===== src/rtl/rgs_pkg.sv =====
package rgs_pkg;

  typedef enum logic [1:0] {
    PH_IDLE = 2'd0,
    PH_SEL  = 2'd1,
    PH_SH   = 2'd2,
    PH_RST  = 2'd3
  } phase_e;

endpackage


===== src/rtl/rgs_roi_calc.sv =====
module rgs_roi_calc #(
  parameter int GROUP_ROWS = 6,
  parameter int GROUPS     = 172,
  parameter int ROI_W      = 12,
  parameter int CNT_W      = 8
) (
  input  logic [ROI_W-1:0] roi_rows,
  output logic [CNT_W-1:0] n_groups
);

  localparam int SPAN = 2 * GROUP_ROWS;

  logic [ROI_W-1:0] whole;

  assign whole = roi_rows / ROI_W'(SPAN);

  always_comb begin
    if (whole == '0) begin
      n_groups = CNT_W'(1);
    end else if (whole > ROI_W'(GROUPS)) begin
      n_groups = CNT_W'(GROUPS);
    end else begin
      n_groups = whole[CNT_W-1:0];
    end
  end

endmodule


===== src/rtl/rgs_phase_timer.sv =====
module rgs_phase_timer #(
  parameter int PH_W = 8
) (
  input  logic            clk,
  input  logic            rst_n,
  input  logic            load,
  input  logic [PH_W-1:0] load_len,
  output logic            expire
);

  logic [PH_W-1:0] cnt_q;
  logic [PH_W-1:0] cnt_d;
  logic            cnt_en;

  always_comb begin
    cnt_en = load || (cnt_q != '0);
    if (load) begin
      cnt_d = (load_len == '0) ? '0 : load_len - PH_W'(1);
    end else begin
      cnt_d = cnt_q - PH_W'(1);
    end
  end

  always_ff @(posedge clk or negedge rst_n) begin
    if (!rst_n) begin
      cnt_q <= '0;
    end else if (cnt_en) begin
      cnt_q <= cnt_d;
    end
  end

  assign expire = (cnt_q == '0);

endmodule


===== src/rtl/rgs_group_walker.sv =====
module rgs_group_walker #(
  parameter int GROUPS = 172,
  parameter int ADDR_W = 9,
  parameter int CNT_W  = 8
) (
  input  logic              clk,
  input  logic              rst_n,
  input  logic              start,
  input  logic              step,
  input  logic              up,
  input  logic [CNT_W-1:0]  n_groups,
  output logic [ADDR_W-1:0] addr,
  output logic              branch,
  output logic              last
);

  localparam logic [ADDR_W-1:0] CTR_LO = ADDR_W'(GROUPS - 1);
  localparam logic [ADDR_W-1:0] CTR_HI = ADDR_W'(GROUPS);

  logic [ADDR_W-1:0] addr_q, addr_d;
  logic [CNT_W-1:0]  left_q, left_d;
  logic              branch_q, branch_d;
  logic              up_q, up_d;
  logic              en;

  always_comb begin
    en       = start || step;
    addr_d   = addr_q;
    left_d   = left_q;
    branch_d = branch_q;
    up_d     = up_q;
    if (start) begin
      addr_d   = up ? CTR_LO : CTR_HI;
      left_d   = n_groups - CNT_W'(1);
      branch_d = 1'b0;
      up_d     = up;
    end else if (step) begin
      addr_d   = up_q ? (addr_q - ADDR_W'(1)) : (addr_q + ADDR_W'(1));
      left_d   = left_q - CNT_W'(1);
      branch_d = ~branch_q;
    end
  end

  always_ff @(posedge clk or negedge rst_n) begin
    if (!rst_n) begin
      addr_q   <= '0;
      left_q   <= '0;
      branch_q <= 1'b0;
      up_q     <= 1'b0;
    end else if (en) begin
      addr_q   <= addr_d;
      left_q   <= left_d;
      branch_q <= branch_d;
      up_q     <= up_d;
    end
  end

  assign addr   = addr_q;
  assign branch = branch_q;
  assign last   = (left_q == '0);

endmodule


===== src/rtl/centre_out_rowseq.sv =====
module centre_out_rowseq
  import rgs_pkg::*;
#(
  parameter int ROWS_HALF  = 1032,
  parameter int GROUP_ROWS = 6,
  parameter int PH_W       = 8,
  parameter int ROI_W      = 12,
  localparam int GROUPS    = ROWS_HALF / GROUP_ROWS,
  localparam int ADDR_W    = $clog2(2 * GROUPS),
  localparam int CNT_W     = $clog2(GROUPS + 1)
) (
  input  logic              clk,
  input  logic              rst_n,
  input  logic              frame_start,
  input  logic              dir_up,
  input  logic [ROI_W-1:0]  roi_rows,
  input  logic [PH_W-1:0]   sel_len,
  input  logic [PH_W-1:0]   sh_len,
  input  logic [PH_W-1:0]   rst_len,
  output logic [ADDR_W-1:0] grp_addr,
  output logic              bsel,
  output logic              sel,
  output logic              rst_row,
  output logic              sh1,
  output logic              sh2,
  output logic              grp_done,
  output logic              done_branch
);

  phase_e            state_q, state_d;
  logic [PH_W-1:0]   sh_len_q, rst_len_q, sel_len_q;
  logic              start;
  logic              expire;
  logic              tmr_load;
  logic [PH_W-1:0]   tmr_len;
  logic              step;
  logic              last;
  logic              branch;
  logic [CNT_W-1:0]  n_groups;
  logic              grp_end;
  logic              done_q, done_br_q;

  rgs_roi_calc #(
    .GROUP_ROWS(GROUP_ROWS),
    .GROUPS    (GROUPS),
    .ROI_W     (ROI_W),
    .CNT_W     (CNT_W)
  ) u_roi (
    .roi_rows(roi_rows),
    .n_groups(n_groups)
  );

  rgs_phase_timer #(
    .PH_W(PH_W)
  ) u_tmr (
    .clk     (clk),
    .rst_n   (rst_n),
    .load    (tmr_load),
    .load_len(tmr_len),
    .expire  (expire)
  );

  rgs_group_walker #(
    .GROUPS(GROUPS),
    .ADDR_W(ADDR_W),
    .CNT_W (CNT_W)
  ) u_walk (
    .clk     (clk),
    .rst_n   (rst_n),
    .start   (start),
    .step    (step),
    .up      (dir_up),
    .n_groups(n_groups),
    .addr    (grp_addr),
    .branch  (branch),
    .last    (last)
  );

  assign start   = (state_q == PH_IDLE) && frame_start;
  assign grp_end = (state_q == PH_RST) && expire;
  assign step    = grp_end && !last;

  // next phase and timer reload selection
  always_comb begin
    state_d  = state_q;
    tmr_load = 1'b0;
    tmr_len  = sel_len_q;
    unique case (state_q)
      PH_IDLE: begin
        if (frame_start) begin
          state_d  = PH_SEL;
          tmr_load = 1'b1;
          tmr_len  = sel_len;
        end
      end
      PH_SEL: begin
        if (expire) begin
          state_d  = PH_SH;
          tmr_load = 1'b1;
          tmr_len  = sh_len_q;
        end
      end
      PH_SH: begin
        if (expire) begin
          state_d  = PH_RST;
          tmr_load = 1'b1;
          tmr_len  = rst_len_q;
        end
      end
      PH_RST: begin
        if (expire) begin
          if (last) begin
            state_d = PH_IDLE;
          end else begin
            state_d  = PH_SEL;
            tmr_load = 1'b1;
            tmr_len  = sel_len_q;
          end
        end
      end
      default: state_d = PH_IDLE;
    endcase
  end

  always_ff @(posedge clk or negedge rst_n) begin
    if (!rst_n) begin
      state_q <= PH_IDLE;
    end else begin
      state_q <= state_d;
    end
  end

  // phase lengths captured when a frame is accepted
  always_ff @(posedge clk or negedge rst_n) begin
    if (!rst_n) begin
      sel_len_q <= '0;
      sh_len_q  <= '0;
      rst_len_q <= '0;
    end else if (start) begin
      sel_len_q <= sel_len;
      sh_len_q  <= sh_len;
      rst_len_q <= rst_len;
    end
  end

  always_ff @(posedge clk or negedge rst_n) begin
    if (!rst_n) begin
      done_q    <= 1'b0;
      done_br_q <= 1'b0;
    end else begin
      done_q <= grp_end;
      if (grp_end) begin
        done_br_q <= branch;
      end
    end
  end

  assign bsel        = (state_q == PH_SEL) || (state_q == PH_SH);
  assign sel         = (state_q == PH_SEL) || (state_q == PH_SH);
  assign sh1         = (state_q == PH_SH) && !branch;
  assign sh2         = (state_q == PH_SH) && branch;
  assign rst_row     = (state_q == PH_RST);
  assign grp_done    = done_q;
  assign done_branch = done_br_q;

endmodule


===== config.mk =====
export PLATFORM = sky130hd
export DESIGN_NAME = centre_out_rowseq
export DESIGN_NICKNAME = d
export VERILOG_FILES = /design/src/rtl/rgs_pkg.sv /design/src/rtl/rgs_roi_calc.sv /design/src/rtl/rgs_phase_timer.sv /design/src/rtl/rgs_group_walker.sv /design/src/rtl/centre_out_rowseq.sv
export SDC_FILE = /design/constraint.sdc
export NUM_CORES = 1
export LEC_CHECK = 0
export BUFFER_PORTS_ARGS = -buffer_cell sky130_fd_sc_hd__buf_2
export CAP_MARGIN = 20
export CORE_UTILIZATION = 45
export CTS_CLUSTER_SIZE = 24
export DETAILED_ROUTE_END_ITERATION = 12
export PLACE_DENSITY = 0.61
export SETUP_SLACK_MARGIN = 0.15
export SYNTH_ARGS = -nofsm -noshare
export SYNTH_HDL_FRONTEND = slang
export SYNTH_SLANG_ARGS = --single-unit
export TNS_END_PERCENT = 10

===== constraint.sdc =====
create_clock -name clk -period 3.5 [get_ports clk]
set_input_delay 0.7 -clock clk [delete_from_list [all_inputs] [get_ports clk]]
set_output_delay 0.7 -clock clk [all_outputs]
set_load 0.005 [all_outputs]

==> impl_metrics.tcl <==
set metrics [dict create \
    timing.critical_path.from_type "primary input" \
    vdd.ir_drop.worst_uv 424.5 \
    n_antenna_cell 0 \
    drt-vias-per-instance 5.538 \
    synth.cells.most_frequent "sky130_fd_sc_hd__nand2_1 (110), sky130_fd_sc_hd__dfrtp_1 (55), sky130_fd_sc_hd__a21oi_1 (39)" \
    core_area_mm2 0.009729 \
    finish.utilization 0.5512 \
    clk_root_buffer_cell "sky130_fd_sc_hd__clkbuf_8" \
    worst_path_max_delay_cell "sky130_fd_sc_hd__or4b_4" \
    cp_data_arrival_time_ps 3430 \
    clock.fmax_mhz 310.5 \
    core.rowCount 36 \
    report.final.setup_viol 0 \
    floorplan.die.width_um 101.9 \
    overflow 0 \
    detail_route.wl_per_cell_um 15.04 \
    track_usage 0.2256 \
    dieHeight_um 101.9 \
    largest_net_degree_at_the_start_of_global_routing 45 \
    synth-edff-count 0 \
    clock_sinks 55 \
    synthDominantCellAreaShare 0.3067 \
    combinational_share_of_power 0.621 \
    endpoint_kind "flip-flop" \
    syn_area_mm2 0.004487 \
    fraction_of_final_layout_cells_with_drive_strength_greater_than_1 0.2685 \
    finalWeightedCongestion 0.9588 \
    clock_power_share 0.104 \
    grt_antenna_before_repair 0 \
    pwr-share-seq 0.275 \
    final_net_count 678 \
    status "finished clean" \
    syn-mean-instance-area_um2 8.294 \
    min_period_ps 3221 \
    worst_setup_hold_path_clk_slew_ps 100 \
    route.antenna.remaining_nets 0 \
    sw_frac_of_total 0.4512 \
    numPlacedInstances 738 \
    place_hpwl_um 8369 \
    cp_data_required_time_ps 3700 \
    die_area_mm2 0.01037 \
    internal-power_mw 2.336 \
    ys_async_sr_fraction 1.000 \
    synth_top_cells_by_area "sky130_fd_sc_hd__dfrtp_1 (31%), sky130_fd_sc_hd__nand2_1 (9.2%), sky130_fd_sc_hd__ha_1 (4.5%), sky130_fd_sc_hd__a21oi_1 (4.4%), sky130_fd_sc_hd__nor2_1 (2.9%)" \
    vias 4181 \
    clock_tree.htree_level_count 2 \
    mappedNetlistNets 598 \
    skew_ps 14.99 \
    clkLatencyLatePin_ps 310 \
    cell_family_with_the_largest_share_of_critical_path_delay "compound AO/OA/AOI/OAI gates" \
    holdWs_ps 374.9 \
    synth.largest_area_cell "sky130_fd_sc_hd__dfrtp_1" \
    synth.most_common_cell "sky130_fd_sc_hd__nand2_1" \
    cts_made_buffers 5 \
    maxSlewHeadroom 0.5919 \
    crit_fanout 11 \
    grt_pass1_wl_um 18790 \
    initial_core_util 0.4612 \
    synthFlopType "sky130_fd_sc_hd__dfrtp_1" \
    unrepaired_setup_endpoints_after_global_routing "true" \
    drt_iter0_drc 184 \
    final_max_slew_viol_count 0 \
    numPortBuffers 53 \
    maxCapViolCount 0 \
    crit_path_cell_trace "buf_2 > or4b_4 > mux2i_4 > o22a_2 > a2bb2oi_1 > a211oi_1 > o32a_1 > nand4_2 > a21boi_2 > ha_2 > nand3b_1 > xnor2_1 > mux2_2" \
    total_i_o_pin_count 56 \
    first_global_vias 3978 \
    leakage_nw 2.425 \
    detail_route.drc_violations 0 \
    holdCritPathClass "primary input to async pin" \
    synth-warning-count 0 \
    switching_power_mw 1.921 \
    synth.yosys.seq_area_share 0.3067 \
    postSynthCellCount 541 \
    final_hold_viol_count 0 \
    worst_max_slew_pin_slew_ps 605.8 \
    synth_cell_type_count 86 \
    routed_wl_um 11350 \
    max-clock-path-buffers 2 \
    final_cells 755 \
    critical_path.max_stage_delay_ps 580 \
    pwr_density_cell_mw_per_mm2 793.8 \
    synth.ff_latch_count 55 \
    cp.buffers_inverters 1 \
    post_cts_hold_buffer_count 0 \
    final.period_utilization 0.9203 \
    syn_to_final_growth_pct 19.52 \
    cts_tree "done" \
    first_pass_iters 5 \
    setup.worst_path.class "primary input to flip-flop" \
]
-- state kept, by name (all words and copies together) (netlist names) --
name and count:
u_walk.up_q 1, u_walk.addr 9, state_q 2, u_walk.branch 1
done_branch 1, grp_done 1, sh_len_q 8, u_walk.left_q 8
rst_len_q 8, u_tmr.cnt_q 8, sel_len_q 8
-- metal layers --
layer  wire length (um)  vias to the layer above  part of all wire  global-route usage
met5                  0                        -                 0                   0
met4                127                        0             0.011             0.04835
met2               5107                       84              0.45              0.3732
met1               5727                     1975              0.50              0.3188
met3                390                       11             0.034             0.02668
li1                   -                     2111                 -                   -
-- through the flow --
stage / setup slack, ps / total power [mW] / instance area [um2] / setup TNS, ps
floorplan: 166.2 / 2.981 / 4497 / 0
global placement: -28.64 / 3.584 / 5089 / -28.64
detailed placement: -73.18 / 3.645 / 5089 / -73.18
CTS: 162.3 / 4.175 / 5264 / 0
global route: 124.0 / 4.627 / 5363 / 0
finish: 278.9 / 4.257 / 5363 / 0
-- placed cells by master, fill, tap and decap left out, types with 3 or more instances in the layout --
cell and n:
sky130_fd_sc_hd__a311oi_1 3, sky130_fd_sc_hd__clkbuf_8 6, sky130_fd_sc_hd__xor2_1 11, sky130_fd_sc_hd__mux2i_1 10, sky130_fd_sc_hd__xnor2_1 11, sky130_fd_sc_hd__o211ai_1 6, sky130_fd_sc_hd__a21oi_1 38, sky130_fd_sc_hd__nand3_1 11
sky130_fd_sc_hd__a31oi_1 3, sky130_fd_sc_hd__dfrtp_1 54, sky130_fd_sc_hd__and2_1 9, sky130_fd_sc_hd__nand2_2 3, sky130_fd_sc_hd__nand3b_1 3, sky130_fd_sc_hd__inv_1 22, sky130_fd_sc_hd__nand2_1 109, sky130_fd_sc_hd__o21ai_0 19
sky130_fd_sc_hd__o31ai_1 11, sky130_fd_sc_hd__and3_1 4, sky130_fd_sc_hd__buf_2 52, sky130_fd_sc_hd__ha_1 13, sky130_fd_sc_hd__nand4_1 9, sky130_fd_sc_hd__a211oi_1 5, sky130_fd_sc_hd__buf_4 48, sky130_fd_sc_hd__nor2_1 35
sky130_fd_sc_hd__a31o_2 4, sky130_fd_sc_hd__mux2_2 9, sky130_fd_sc_hd__nor2b_1 8, sky130_fd_sc_hd__nor3_1 13
-- final timing paths --
check                           cells past startpoint                to      startpoint  slack (ps)
worst min register to register                      2       sh_len_q[1]     sh_len_q[1]         480
worst min-delay path                                1    u_tmr.cnt_q[5]           rst_n         370
worst max-delay path                               13  u_walk.left_q[4]     roi_rows[8]         280
min in group clk                                    2       sh_len_q[1]     sh_len_q[1]         480
worst max register to register                     12    u_tmr.cnt_q[2]  u_tmr.cnt_q[2]         300
max in group asynchronous                           3      sel_len_q[1]           rst_n        2360
-- what timing repair did --
item,CTS,global route
endpoints found under the hold margin,0,0
endpoints found under the setup margin,8,10
pin swaps,2,5
setup buffers,4,4
resized for setup,4,10
-- power by group through the flow --
| stage | clock (mW) | sequential (mW) | combinational, mW |
|---|---|---|---|
| 3_3_place_gp | 0 | 1.17 | 2.41 |
| 6_report | 0.444 | 1.17 | 2.64 |
| 5_1_grt | 0.476 | 1.20 | 2.95 |
| 2_1_floorplan | 0 | 1.13 | 1.85 |
| 3_5_place_dp | 0 | 1.18 | 2.46 |
| 4_1_cts | 0.458 | 1.17 | 2.55 |
-- cell type report --
type	count	area (um2)
fill	949	4367
clock buffer	6	82.58
timing repair buffer	103	675.6
inverter	24	90.09
tap	133	166.4
multi-input combinational	432	2935
clock inverter	2	35.03
sequential	55	1378
-- logic make-up (layout without fill, tap and decap cells) --
logic type,count (synthesis),in the layout,share of synthesized area
adders and majority gates,17,17,0.04908
muxes,23,23,0.05522
buffers and inverters,54,135,0.05298
xor gates and xnor gates,22,22,0.04294
DFF,55,55,0.3067
AOI/OAI and AO/OA,139,139,0.2376
and+or+nand+nor,231,231,0.2554
Power figures use the tool's default switching activity.
